==> src/rtl/prio_irq_pkg.sv <==
package prio_irq_pkg;

  typedef enum logic [1:0] {
    ST_RUN   = 2'd0,
    ST_BASE  = 2'd1,
    ST_CASC  = 2'd2,
    ST_MODE  = 2'd3
  } setupState_t;

  typedef struct packed {
    logic initStart;
    logic loadBase;
    logic loadMode;
    logic loadMask;
    logic eoi;
    logic ack;
    logic setSel;
    logic selIsr;
  } ctrlStrobe_t;

endpackage

==> src/rtl/prio_irq_ctrlpath.sv <==
module prio_irq_ctrlpath
  import prio_irq_pkg::*;
#(
  parameter int DATA_W = 8
) (
  input  logic              clk,
  input  logic              rstN,
  input  logic              cs,
  input  logic              wr,
  input  logic              a0,
  input  logic [DATA_W-1:0] wrData,
  input  logic              inta,
  output ctrlStrobe_t       strobe,
  output logic              runMode
);

  localparam logic [2:0] EOI_CODE = 3'b001;

  setupState_t state, nextState;
  logic singleMode;
  logic needMode;
  logic wrEn;
  logic isStart;

  assign wrEn    = cs && wr;
  assign isStart = wrEn && !a0 && wrData[4];
  assign runMode = (state == ST_RUN);

  always_comb begin
    strobe    = '0;
    nextState = state;
    if (isStart) begin
      strobe.initStart = 1'b1;
      nextState        = ST_BASE;
    end else if (wrEn && a0) begin
      unique case (state)
        ST_RUN: strobe.loadMask = 1'b1;
        ST_BASE: begin
          strobe.loadBase = 1'b1;
          if (!singleMode)   nextState = ST_CASC;
          else if (needMode) nextState = ST_MODE;
          else               nextState = ST_RUN;
        end
        ST_CASC: nextState = needMode ? ST_MODE : ST_RUN;
        ST_MODE: begin
          strobe.loadMode = 1'b1;
          nextState       = ST_RUN;
        end
        default: nextState = ST_RUN;
      endcase
    end else if (wrEn && !a0 && (state == ST_RUN)) begin
      if (wrData[4:3] == 2'b01 && wrData[2:1] == 2'b01 && wrData[7:5] == 3'b000) begin
        strobe.setSel = 1'b1;
        strobe.selIsr = !wrData[0];
      end
      if (wrData[4:3] == 2'b00 && wrData[7:5] == EOI_CODE) begin
        strobe.eoi = 1'b1;
      end
    end
    strobe.ack = inta && (state == ST_RUN);
  end

  always_ff @(posedge clk) begin
    if (!rstN) begin
      state      <= ST_RUN;
      singleMode <= 1'b0;
      needMode   <= 1'b0;
    end else begin
      state <= nextState;
      if (isStart) begin
        singleMode <= wrData[1];
        needMode   <= wrData[0];
      end
    end
  end


  setup_lock_chk: assert property (@(posedge clk) disable iff (!rstN)
    (state != ST_RUN && wrEn && !a0 && !wrData[4]) |=> (state == $past(state)));


  skip_casc_chk: assert property (@(posedge clk) disable iff (!rstN)
    (state == ST_BASE && wrEn && a0 && singleMode && !needMode) |=> (state == ST_RUN));


  restart_chk: assert property (@(posedge clk) disable iff (!rstN)
    isStart |=> (state == ST_BASE));

endmodule

==> src/rtl/prio_irq_datapath.sv <==
module prio_irq_datapath
  import prio_irq_pkg::*;
#(
  parameter int DATA_W = 8
) (
  input  logic              clk,
  input  logic              rstN,
  input  ctrlStrobe_t       strobe,
  input  logic              runMode,
  input  logic [DATA_W-1:0] wrData,
  input  logic              rdEn,
  input  logic              a0,
  input  logic [DATA_W-1:0] irq,
  output logic [DATA_W-1:0] rdData,
  output logic              intOut,
  output logic [DATA_W-1:0] vector
);

  localparam int IDX_W  = $clog2(DATA_W);
  localparam int BASE_W = DATA_W - IDX_W;

  logic [DATA_W-1:0] reqReg;
  logic [DATA_W-1:0] maskReg;
  logic [DATA_W-1:0] isrReg;
  logic [DATA_W-1:0] prevIrq;
  logic [DATA_W-1:0] pending;
  logic [DATA_W-1:0] ackClr;
  logic [DATA_W-1:0] isrSet;
  logic [DATA_W-1:0] isrClr;
  logic [BASE_W-1:0] baseReg;
  logic              levelMode;
  logic              autoEoi;
  logic              selIsr;
  logic              pendHit;
  logic              isrHit;
  logic [IDX_W-1:0]  pendIdx;
  logic [IDX_W-1:0]  isrIdx;
  logic              grant;

  assign pending = reqReg & ~maskReg;

  always_comb begin
    pendHit = 1'b0;
    pendIdx = '0;
    for (int i = DATA_W - 1; i >= 0; i--) begin
      if (pending[i]) begin
        pendHit = 1'b1;
        pendIdx = IDX_W'(i);
      end
    end
  end

  always_comb begin
    isrHit = 1'b0;
    isrIdx = '0;
    for (int i = DATA_W - 1; i >= 0; i--) begin
      if (isrReg[i]) begin
        isrHit = 1'b1;
        isrIdx = IDX_W'(i);
      end
    end
  end

  assign intOut = runMode && pendHit && (!isrHit || (pendIdx < isrIdx));
  assign grant  = strobe.ack && intOut;

  assign ackClr = (grant && !levelMode) ? (DATA_W'(1) << pendIdx) : '0;
  assign isrSet = (grant && !autoEoi)   ? (DATA_W'(1) << pendIdx) : '0;
  assign isrClr = (strobe.eoi && isrHit) ? (DATA_W'(1) << isrIdx) : '0;

  generate
    for (genvar g = 0; g < DATA_W; g++) begin : g_req
      always_ff @(posedge clk) begin
        if (!rstN) begin
          reqReg[g] <= 1'b0;
        end else if (strobe.initStart) begin
          reqReg[g] <= 1'b0;
        end else if (levelMode) begin
          reqReg[g] <= irq[g];
        end else if (ackClr[g]) begin
          reqReg[g] <= 1'b0;
        end else if (irq[g] && !prevIrq[g]) begin
          reqReg[g] <= 1'b1;
        end
      end
    end
  endgenerate

  always_ff @(posedge clk) begin
    if (!rstN) begin
      prevIrq   <= '0;
      maskReg   <= '0;
      isrReg    <= '0;
      baseReg   <= '0;
      levelMode <= 1'b0;
      autoEoi   <= 1'b0;
      selIsr    <= 1'b0;
      vector    <= '0;
    end else begin
      prevIrq <= irq;
      if (strobe.initStart) begin
        maskReg   <= '0;
        isrReg    <= '0;
        levelMode <= wrData[3];
        autoEoi   <= 1'b0;
        selIsr    <= 1'b0;
      end else begin
        if (strobe.loadMask) maskReg <= wrData;
        if (strobe.loadBase) baseReg <= wrData[DATA_W-1:IDX_W];
        if (strobe.loadMode) autoEoi <= wrData[1];
        if (strobe.setSel)   selIsr  <= strobe.selIsr;
        isrReg <= (isrReg & ~isrClr) | isrSet;
      end
      if (strobe.ack) begin
        vector <= {baseReg, (intOut ? pendIdx : {IDX_W{1'b1}})};
      end
    end
  end

  always_comb begin
    if (!rdEn)      rdData = '0;
    else if (a0)    rdData = maskReg;
    else if (selIsr) rdData = isrReg;
    else            rdData = reqReg;
  end


  init_clear_chk: assert property (@(posedge clk) disable iff (!rstN)
    strobe.initStart |=> (maskReg == '0 && isrReg == '0 && !selIsr));


  ack_service_chk: assert property (@(posedge clk) disable iff (!rstN)
    (grant && !autoEoi && !strobe.initStart) |=> (isrReg != '0));


  auto_eoi_hold_chk: assert property (@(posedge clk) disable iff (!rstN)
    (strobe.ack && autoEoi && !strobe.eoi && !strobe.initStart) |=> (isrReg == $past(isrReg)));


  eoi_drop_chk: assert property (@(posedge clk) disable iff (!rstN)
    (strobe.eoi && !strobe.ack && !strobe.initStart && isrReg != '0)
      |=> ($countones(isrReg) == $countones($past(isrReg)) - 1));


  vector_base_chk: assert property (@(posedge clk) disable iff (!rstN)
    strobe.ack |=> (vector[DATA_W-1:IDX_W] == $past(baseReg)));


  quiet_in_setup_chk: assert property (@(posedge clk) disable iff (!rstN)
    !runMode |-> !intOut);

endmodule

==> src/rtl/prio_irq_ctrl.sv <==
module prio_irq_ctrl
  import prio_irq_pkg::*;
#(
  parameter int DATA_W = 8
) (
  input  logic              clk,
  input  logic              rstN,
  input  logic              cs,
  input  logic              rd,
  input  logic              wr,
  input  logic              a0,
  input  logic [DATA_W-1:0] wrData,
  output logic [DATA_W-1:0] rdData,
  input  logic [DATA_W-1:0] irq,
  input  logic              inta,
  output logic              intOut,
  output logic [DATA_W-1:0] vector
);

  ctrlStrobe_t strobe;
  logic        runMode;
  logic        rdEn;

  assign rdEn = cs && rd;

  prio_irq_ctrlpath #(.DATA_W(DATA_W)) i_ctrl (
    .clk     (clk),
    .rstN    (rstN),
    .cs      (cs),
    .wr      (wr),
    .a0      (a0),
    .wrData  (wrData),
    .inta    (inta),
    .strobe  (strobe),
    .runMode (runMode)
  );

  prio_irq_datapath #(.DATA_W(DATA_W)) i_data (
    .clk     (clk),
    .rstN    (rstN),
    .strobe  (strobe),
    .runMode (runMode),
    .wrData  (wrData),
    .rdEn    (rdEn),
    .a0      (a0),
    .irq     (irq),
    .rdData  (rdData),
    .intOut  (intOut),
    .vector  (vector)
  );

endmodule

==> config.mk <==
export PLATFORM = sky130hd
export DESIGN_NAME = prio_irq_ctrl
export DESIGN_NICKNAME = d
export VERILOG_FILES = /design/src/rtl/prio_irq_pkg.sv /design/src/rtl/prio_irq_ctrlpath.sv /design/src/rtl/prio_irq_datapath.sv /design/src/rtl/prio_irq_ctrl.sv
export SDC_FILE = /design/constraint.sdc
export NUM_CORES = 1
export LEC_CHECK = 0
export CORE_MARGIN = 2
export CORE_UTILIZATION = 58
export DETAILED_ROUTE_END_ITERATION = 16
export HOLD_SLACK_MARGIN = 0.06
export PLACE_DENSITY = 0.91
export SYNTH_ARGS = -nofsm -noshare
export SYNTH_HDL_FRONTEND = slang
export SYNTH_SLANG_ARGS = --single-unit
==> constraint.sdc <==
create_clock -name clk -period 7.03 [get_ports clk]
set_input_delay 1.7575 -clock clk [delete_from_list [all_inputs] [get_ports clk]]
set_output_delay 1.7575 -clock clk [all_outputs]
set_load 0.05 [all_outputs]
# After elaboration in Yosys (flattened, before gate mapping)
# Cells that the tools add are included.
[word_totals] reg_bits=52 inputBits=23 output_inout_bits=17 word_cells=174
[op_classes] order_cmp=1 n_eq_ne=6 shifts=2 mux=81 n_bitwise=7 reduce_logical=57
[op_table] op="3-bit 2-to-1 mux" count=18
[op_table] op="1-bit 2-to-1 mux" count=49
[op_table] op="8-bit 2-to-1 mux" count=6
[op_table] op="3-bit nonzero test" count=9
[op_table] op="1-bit logical AND" count=24
[op_table] op="8-bit bitwise AND" count=2
[op_table] op="8-bit inverter" count=2
[op_table] op="1-bit by 3-bit << shifter with 8-bit output, first input constant" count=2
[op_table] op="1-bit logical NOT" count=13
[op_table] op="2-bit 2-to-1 mux" count=6
[op_table] op="8-bit OR" count=1
[op_table] op="2-bit by 1-bit equality test with 1-bit output, second input constant" count=3
[op_table] op="2-bit one-hot mux with 3 select lines" count=1
[op_table] op="2-bit AND reduction" count=3
[op_table] op="2-bit equality test, second input constant" count=2
[op_table] op="2-bit logical NOT" count=2
[op_table] op="4-bit 2-to-1 mux" count=1
[op_table] op="4-bit nonzero test" count=1
[op_table] op="2-bit OR reduction" count=2
[op_table] op="3-bit by 1-bit equality test with 1-bit output, second input constant" count=1
[op_table] op="3-bit logical NOT" count=1
[op_table] op="3-bit less-than comparator" count=1
[op_table] op="1-bit inverter" count=2
[op_table] op="2-bit nonzero test" count=1
[op_table] op="1-bit logical OR" count=1

# Logic depth before layout (Yosys ltp)
# Gate-level depths: netlist of run 1.
[depth] depth_word=18 depth_mapped=10

# By module
# Synthesis of run 1 repeated with hierarchy kept, for this count alone.
[hier_totals] cells_unflattened=319 hier_area_um2=2782.7
[modules_own_cells] module="prio_irq_datapath" n_inst=1 cells_per_inst=274 area_each_um2=2422.3
[modules_own_cells] module="prio_irq_ctrlpath" n_inst=1 cells_per_inst=44 area_each_um2=354.1
[modules_own_cells] module="prio_irq_ctrl" n_inst=1 cells_per_inst=1 area_each_um2=6.3

# Worst setup path after synthesis of run 1
# OpenSTA, ideal clock, no wires.
[synth_path] path_type="input-to-output" startpoint="in a0" endpoint="out rdData[0]" t_arrival_ns=2.907 path_slack_ns=2.365 path_stages=4 n_path_buf=2 path_cell_list="buf_4 > clkbuf_1 > a21oi_1 > nor2_1"
[synth_via] elab_chain_len=2
[synth_lines] item="start, declared" line_no="prio_irq_ctrl.sv:11" rtl="input logic a0,"
[synth_lines] item="8-bit 2-to-1 mux" line_no="prio_irq_datapath.sv:122" rtl="else if (a0) rdData = maskReg;"
[synth_lines] item="8-bit 2-to-1 mux" line_no="prio_irq_datapath.sv:121" rtl="if (!rdEn) rdData = '0;"
[synth_lines] item="end, declared" line_no="prio_irq_ctrl.sv:13" rtl="output logic [DATA_W-1:0] rdData,"
# No other way between the ends.

# Worst setup path in the final report of run 1
[layout_path] startpoint="in a0" endpoint="out rdData[5]"
# Same word-level chain as after synthesis.

==> results.toml, run 1 <==
[placed_design]
dp_slack_ns = 1.64
dpl.hpwl_um = 4870
port_buffers = 39
gp_congestion = 0.928

[pwr]
vdd_drop_max_mv = 0.174
p_leak_nw = 1.14
power_mw = 0.723
power.internal_mw = 0.467
power_switching_mw = 0.256
p_sw_share_pct = 35.4
p_per_area_nw_per_um2 = 226
seqPwrFrac_pct = 45.6
pwr-share-clk_pct = 23.9
combPwrFrac_pct = 30.5

[worst_setup_path]
rrSetupSlack_ns = 4.12
cp_max_fo = 19
end_kind = "output port"
critPathLaunchType = "input pin"
slowest_delay_ns = 0.81
critical_path_required_ns = 5.27
crit_slowest_cell = "clkdlybuf4s50_1"
crit_type = "in2out"
worstPathArrival_ns = 3.63
cp_cell_sequence = "clkdlybuf4s50_1 -> nor2_1 -> a21oi_1 -> nor2_1 -> clkdlybuf4s50_1"

[worst_hold_path]
holdCritPathClass = "reg2reg"

[cells_and_area]
fillCellCount = 361
antenna_cells = 0
drive_above_1_share_pct = 5.80
syn2layout_area_growth_pct = 17.3
layout.nets = 390

[yosys]
yosysTopAreaCell = "dfxtp_1"
netlist_area_um2 = 2730
async_flop_share_pct = 0
synth_common_cells = "dfxtp_1 (52), nand2_1 (51), a21oi_1 (32)"
synth_cell_types = 54
synth_cells = 330
synth_flop_cell = "dfxtp_1"
synth_edf_count = 0
synth-seq-area-share_pct = 38.1
syn_nets = 359
syn_area_per_cell_um2 = 8.28
synth_top_area_share_pct = 38.1
yosys_warnings = 0
synthTopCellsByArea = "dfxtp_1 (38%), nand2_1 (7.0%), a21oi_1 (5.9%)"
synth.most_common_cell = "dfxtp_1"
synth-seq-cells = 52

[floorplanning]
initial_core_util_pct = 61.5
core.rowCount = 24
coreArea_um2 = 4440
die_area_um2 = 5270
fp.dieW_um = 72.6
die_h_um = 72.6
io_pins = 40

[global_route]
grt_pass1_wl_um = 10800
grt_max_degree = 26
antenna_found_initial = 0
grt_usage_pct = 26.4
grt-ovfl-total = 0
first_global_vias = 2221

[cts]
cts.path.max_buffers = 2
cts_setup_buffers = 0
cts-resized-gates = 0
clk_pin_slew_ns = 0.10
worstSkewPairLatency_ns = 0.31
cts_buffers = 5
clock-sinks = 52
htree_num_levels = 2
cts-root-buf = "clkbuf_8"
cts_hold_buf = 0
cts_tree = "done"

[sta]
fin_ws_ns = 1.64
relSlewSlack_pct = 44.3
finalMaxSlewViolations = 0
clock_skew_ns = 0.0142
rsz0062_at_grt = "no"
max_freq_ghz = 0.186
hold_viol = 0
setup_violations = 0
period_needed_ns = 5.39
fin_crit_sh_pct = 76.6
fin_tns_setup_ns = 0
tightestPinTransition_ns = 0.836

[detailed_routing]
ant_nets = 0
firstDrtPassIters = 4
vias_per_cell = 6.03
first_iter_violations = 198
wl_um = 6480
num_vias = 2498
wire_per_inst_um = 15.6
route.detailed.drc = 0

[job]
cap_violations = 0

[run_status]
status = "finished clean"
## metrics by stage
stage	util, %	cells	hold WS, ns	cell area, um2
6_report	72.1	414	0.463	3200
5_1_grt	72.1	414	0.480	3200
4_1_cts	72.1	414	0.461	3200
3_5_place_dp	70.1	406	0.446	3120
3_3_place_gp	70.1	406	0.445	3120
2_1_floorplan	-	330	0.430	2730
## kinds of logic after synthesis
| group | after synthesis | share of synthesized area (%) |
|---|---|---|
| flip-flops | 52 | 38.1 |
| AND/OR/NAND/NOR | 138 | 25.7 |
| buffers and inverters | 23 | 3.66 |
| adder cells (fa/ha/maj) | 6 | 2.75 |
| AO/OA/AOI/OAI | 103 | 26.9 |
| multiplexers | 8 | 2.93 |
## layout make-up
type,count,area [um2],area share (%)
clock inverters,2,13.8,0.430
repair buffers,39,390,12.2
well taps,52,65.1,2.03
inverters,8,30.0,0.938
multi-input cells,255,1590,49.6
clock buffers,6,72.6,2.27
flip-flops and latches,52,1040,32.5
## power groups by stage
stage / clock network (mW) / registers, mW / logic, mW
floorplan: 0 / 0.339 / 0.155
global placement: 0 / 0.335 / 0.215
detailed placement: 0 / 0.335 / 0.218
CTS: 0.174 / 0.329 / 0.219
global route: 0.186 / 0.332 / 0.239
finish: 0.172 / 0.330 / 0.221
## placed cells by master (no fill, tap or decap), drive strengths merged, types with 3 or more instances in the layout
| cell type | instances |
|---|---|
| o21ai | 13 |
| o31ai | 4 |
| dfxtp | 52 |
| nor2 | 28 |
| and2 | 12 |
| a21boi | 21 |
| and3 | 4 |
| clkdlybuf4s50 | 39 |
| clkbuf | 6 |
| nand3 | 12 |
| mux2i | 8 |
| nor2b | 11 |
| a21oi | 32 |
| nand2b | 3 |
| ha | 6 |
| a311oi | 4 |
| a31o | 3 |
| nor4 | 4 |
| nand2 | 51 |
| inv | 9 |
| nor3 | 4 |
| a31oi | 4 |
| o311ai | 4 |
| or2b | 3 |
## critical path, delay by kind of cell
kind	cells	cell delay, ns
buffers and inverters	2	1.49
AND/OR/NAND/NOR	2	0.33
AO/OA/AOI/OAI	1	0.05
## per-layer routing
metal	part of all wire [%]	vias up	track usage, %
li1	-	1236	-
met2	45	100	37.7
met5	0	-	0
met4	2.0	0	11.5
met3	6.9	11	4.70
met1	46	1151	38.9
## worst paths after layout
check,endpoint,from,cells after the start
worst max register to register,i_data.isrReg[3],i_data.maskReg[5],10
worst max-delay path,rdData[5],a0,5
worst min register to register,i_data.vector[6],i_data.baseReg[3],2
worst min-delay path,i_data.vector[6],i_data.baseReg[3],2
## state kept, by name (all words and copies together), names as in the netlist
register           flops
i_data.vector          8
i_data.levelMode       1
i_data.selIsr          1
i_data.prevIrq         8
i_data.reqReg          8
i_data.isrReg          8
i_ctrl.singleMode      1
i_ctrl.needMode        1
i_ctrl.state           2
i_data.autoEoi         1
i_data.baseReg         5
i_data.maskReg         8
Note: power is estimated with default switching activity, not from simulation.
==> inputs of run 2 (changes only) <==
--- a/config.mk
+++ b/config.mk
@@ -6,10 +6,10 @@
 export NUM_CORES = 1
 export LEC_CHECK = 0
 export CORE_MARGIN = 2
-export CORE_UTILIZATION = 58
+export CORE_UTILIZATION = 49
 export DETAILED_ROUTE_END_ITERATION = 16
 export HOLD_SLACK_MARGIN = 0.06
-export PLACE_DENSITY = 0.91
+export PLACE_DENSITY = 0.83
 export SYNTH_ARGS = -nofsm -noshare
 export SYNTH_HDL_FRONTEND = slang
 export SYNTH_SLANG_ARGS = --single-unit
==> constraint.sdc (replaced) <==
create_clock -name clk -period 4.8 [get_ports clk]
set_input_delay 1.2 -clock clk [delete_from_list [all_inputs] [get_ports clk]]
set_output_delay 1.2 -clock clk [all_outputs]
set_load 0.05 [all_outputs]
==> run 2 against run 1 <==
  * Critical path type is now reg2out
  * Largest power group unchanged
  * Register-to-register slack got worse by 2.0 ns
  * Clock skew fell by 0.0096 ns
  * Global-route usage fell by 3.3 points
  * Routed wire length rose by 4.9%
  * Largest cell class unchanged
  * Utilization fell by 12 points
  * Via count rose by 0.60%
  * First-iteration DRC count fell by 11%
  * Total power rose by 53%
  * Final cell count rose by 4.8%
==> results.toml, run 2 (synthesis gave the netlist of run 1 again) <==
[run_status]
status = "finished clean"

[cells_and_area]
layout_commonest_cell = "dfxtp_1"
final_cell_mix = "dfxtp_1 (52), nand2_1 (51), clkdlybuf4s50_1 (39), a21oi_1 (32), nor2_1 (28)"
multi_input_area_um2 = 1600
fillCellCount = 474
final_area_um2 = 3250
antenna_cells = 0
syn2layout_area_growth_pct = 19.1
drive_above_1_share_pct = 6.08
layout.nets = 390
seq_area_um2 = 1040

[cts]
cts_tree = "done"
cts_buffers = 5
cts.path.max_buffers = 2
clock-sinks = 52
worstSkewPairLatency_ns = 0.30
clk_pin_slew_ns = 0.09
cts_setup_buffers = 0
htree_num_levels = 2
cts-root-buf = "clkbuf_8"

[floorplanning]
initial_core_util_pct = 50.2
fp.dieW_um = 78.7
core.rowCount = 27
die_h_um = 78.7
io_pins = 40
coreArea_um2 = 5440
die_area_um2 = 6190

[pwr]
p_leak_nw = 1.15
power.internal_mw = 0.735
pwr-share-clk_pct = 26.5
combPwrFrac_pct = 29.7
p_sw_share_pct = 33.5
p_per_area_nw_per_um2 = 340
vdd_drop_max_mv = 0.279
seqPwrFrac_pct = 43.8
power_switching_mw = 0.371

[sta]
relSlewSlack_pct = 40.9
rsz0062_at_grt = "no"
tightestPinTransition_ns = 0.886
fin_tns_setup_ns = 0
clock_skew_ns = 0.00467
holdWs_ns = 0.458
period_needed_ns = 4.48
finalMaxSlewViolations = 0
hold_viol = 0
fin_ws_ns = 0.318
setup_violations = 0
max_freq_ghz = 0.223
fin_crit_sh_pct = 93.4

[worst_setup_path]
worstPathArrival_ns = 3.28
end_kind = "output port"
crit_type = "reg2out"
cp_max_fo = 16
cp_cell_sequence = "nor2b_1 -> nor4_2 -> o31ai_2 -> inv_1 -> ha_1 -> o221ai_2 -> a21o_4 -> and3_1 -> clkdlybuf4s50_1"
critical_path_required_ns = 3.60
critPathLaunchType = "flip-flop"
slowest_delay_ns = 0.81
crit_slowest_cell = "clkdlybuf4s50_1"

[detailed_routing]
route.detailed.drc = 0
vias_per_cell = 5.79
wire_per_inst_um = 15.7
firstDrtPassIters = 4
first_iter_violations = 176
ant_nets = 0
wl_um = 6800
num_vias = 2513

[global_route]
grt_max_degree = 26
grt-ovfl-total = 0
first_global_vias = 2333
grt_pass1_wl_um = 11300
grt_usage_pct = 23.1
antenna_found_initial = 0

[placed_design]
dp_slack_ns = 0.510
port_buffers = 39
placed_area_um2 = 3140
dpl.hpwl_um = 4990
gp_congestion = 0.925

[worst_hold_path]
holdCritPathClass = "reg2reg"

[job]
cap_violations = 0
[run 2: changes by cell type in the layout (fill, tap and decap cells not counted)]
cell,before,now
o31ai_1,3,2
o31ai_2,1,2
bufinv_16,0,1
inv_6,1,0
[run 2: power by group through the flow]
stage                     Sequential (mW)  Combinational, mW  Clock (mW)
final                               0.484              0.329       0.293
after global routing                0.487              0.357       0.316
after CTS                           0.483              0.325       0.295
after detailed placement            0.492              0.320           0
after global placement              0.492              0.315           0
after floorplan                     0.497              0.227           0
[run 2: worst paths after layout]
check / cells after the start / from / slack, ns / endpoint
hold reg to reg: 2 / i_data.baseReg[3] / 0.46 / i_data.vector[6]
hold / removal: 2 / i_data.baseReg[3] / 0.46 / i_data.vector[6]
setup / recovery: 9 / i_data.reqReg[1] / 0.32 / intOut
setup reg to reg: 10 / i_data.reqReg[4] / 2.08 / i_data.isrReg[2]
[run 2: layer usage]
metal / routed length, um / vias up / global-route usage (%) / share of wire [%]
met5: 0 / - / 0 / 0
li1: - / 1238 / - / -
met4: 159 / 0 / 9.30 / 2.3
met1: 3110 / 1159 / 31.7 / 46
met3: 487 / 19 / 4.71 / 7.2
met2: 3050 / 97 / 35.5 / 45
[run 2: timing repair]
action / CTS / global route
gates resized for setup: 0 / 1
hold buffers: 0 / 0
setup endpoints to repair: 0 / 1
[run 2: final cells by class]
class | count | share of cell area [%]
clock inverters | 2 | 1.08
well taps | 72 | 2.77
repair buffers | 39 | 12.0
inverters | 8 | 0.923
clock buffers | 6 | 2.23
flip-flops and latches | 52 | 32.0
multi-input cells | 255 | 49.0
[run 2: critical path, delay by kind of cell, from the launching register on]
family          cells  cell delay (ns)
compound gates      3             0.62
fa+ha+maj           1             0.24
buf+inv             2             0.90
flops               1             0.36
simple gates        3             0.84
[run 2: through the flow]
step / total power [mW] / instances / util, %
after floorplan: 0.724 / 330 / -
after global placement: 0.806 / 426 / 57.8
after detailed placement: 0.813 / 426 / 57.8
after CTS: 1.10 / 434 / 59.7
after global routing: 1.16 / 434 / 59.8
final: 1.11 / 434 / 59.8
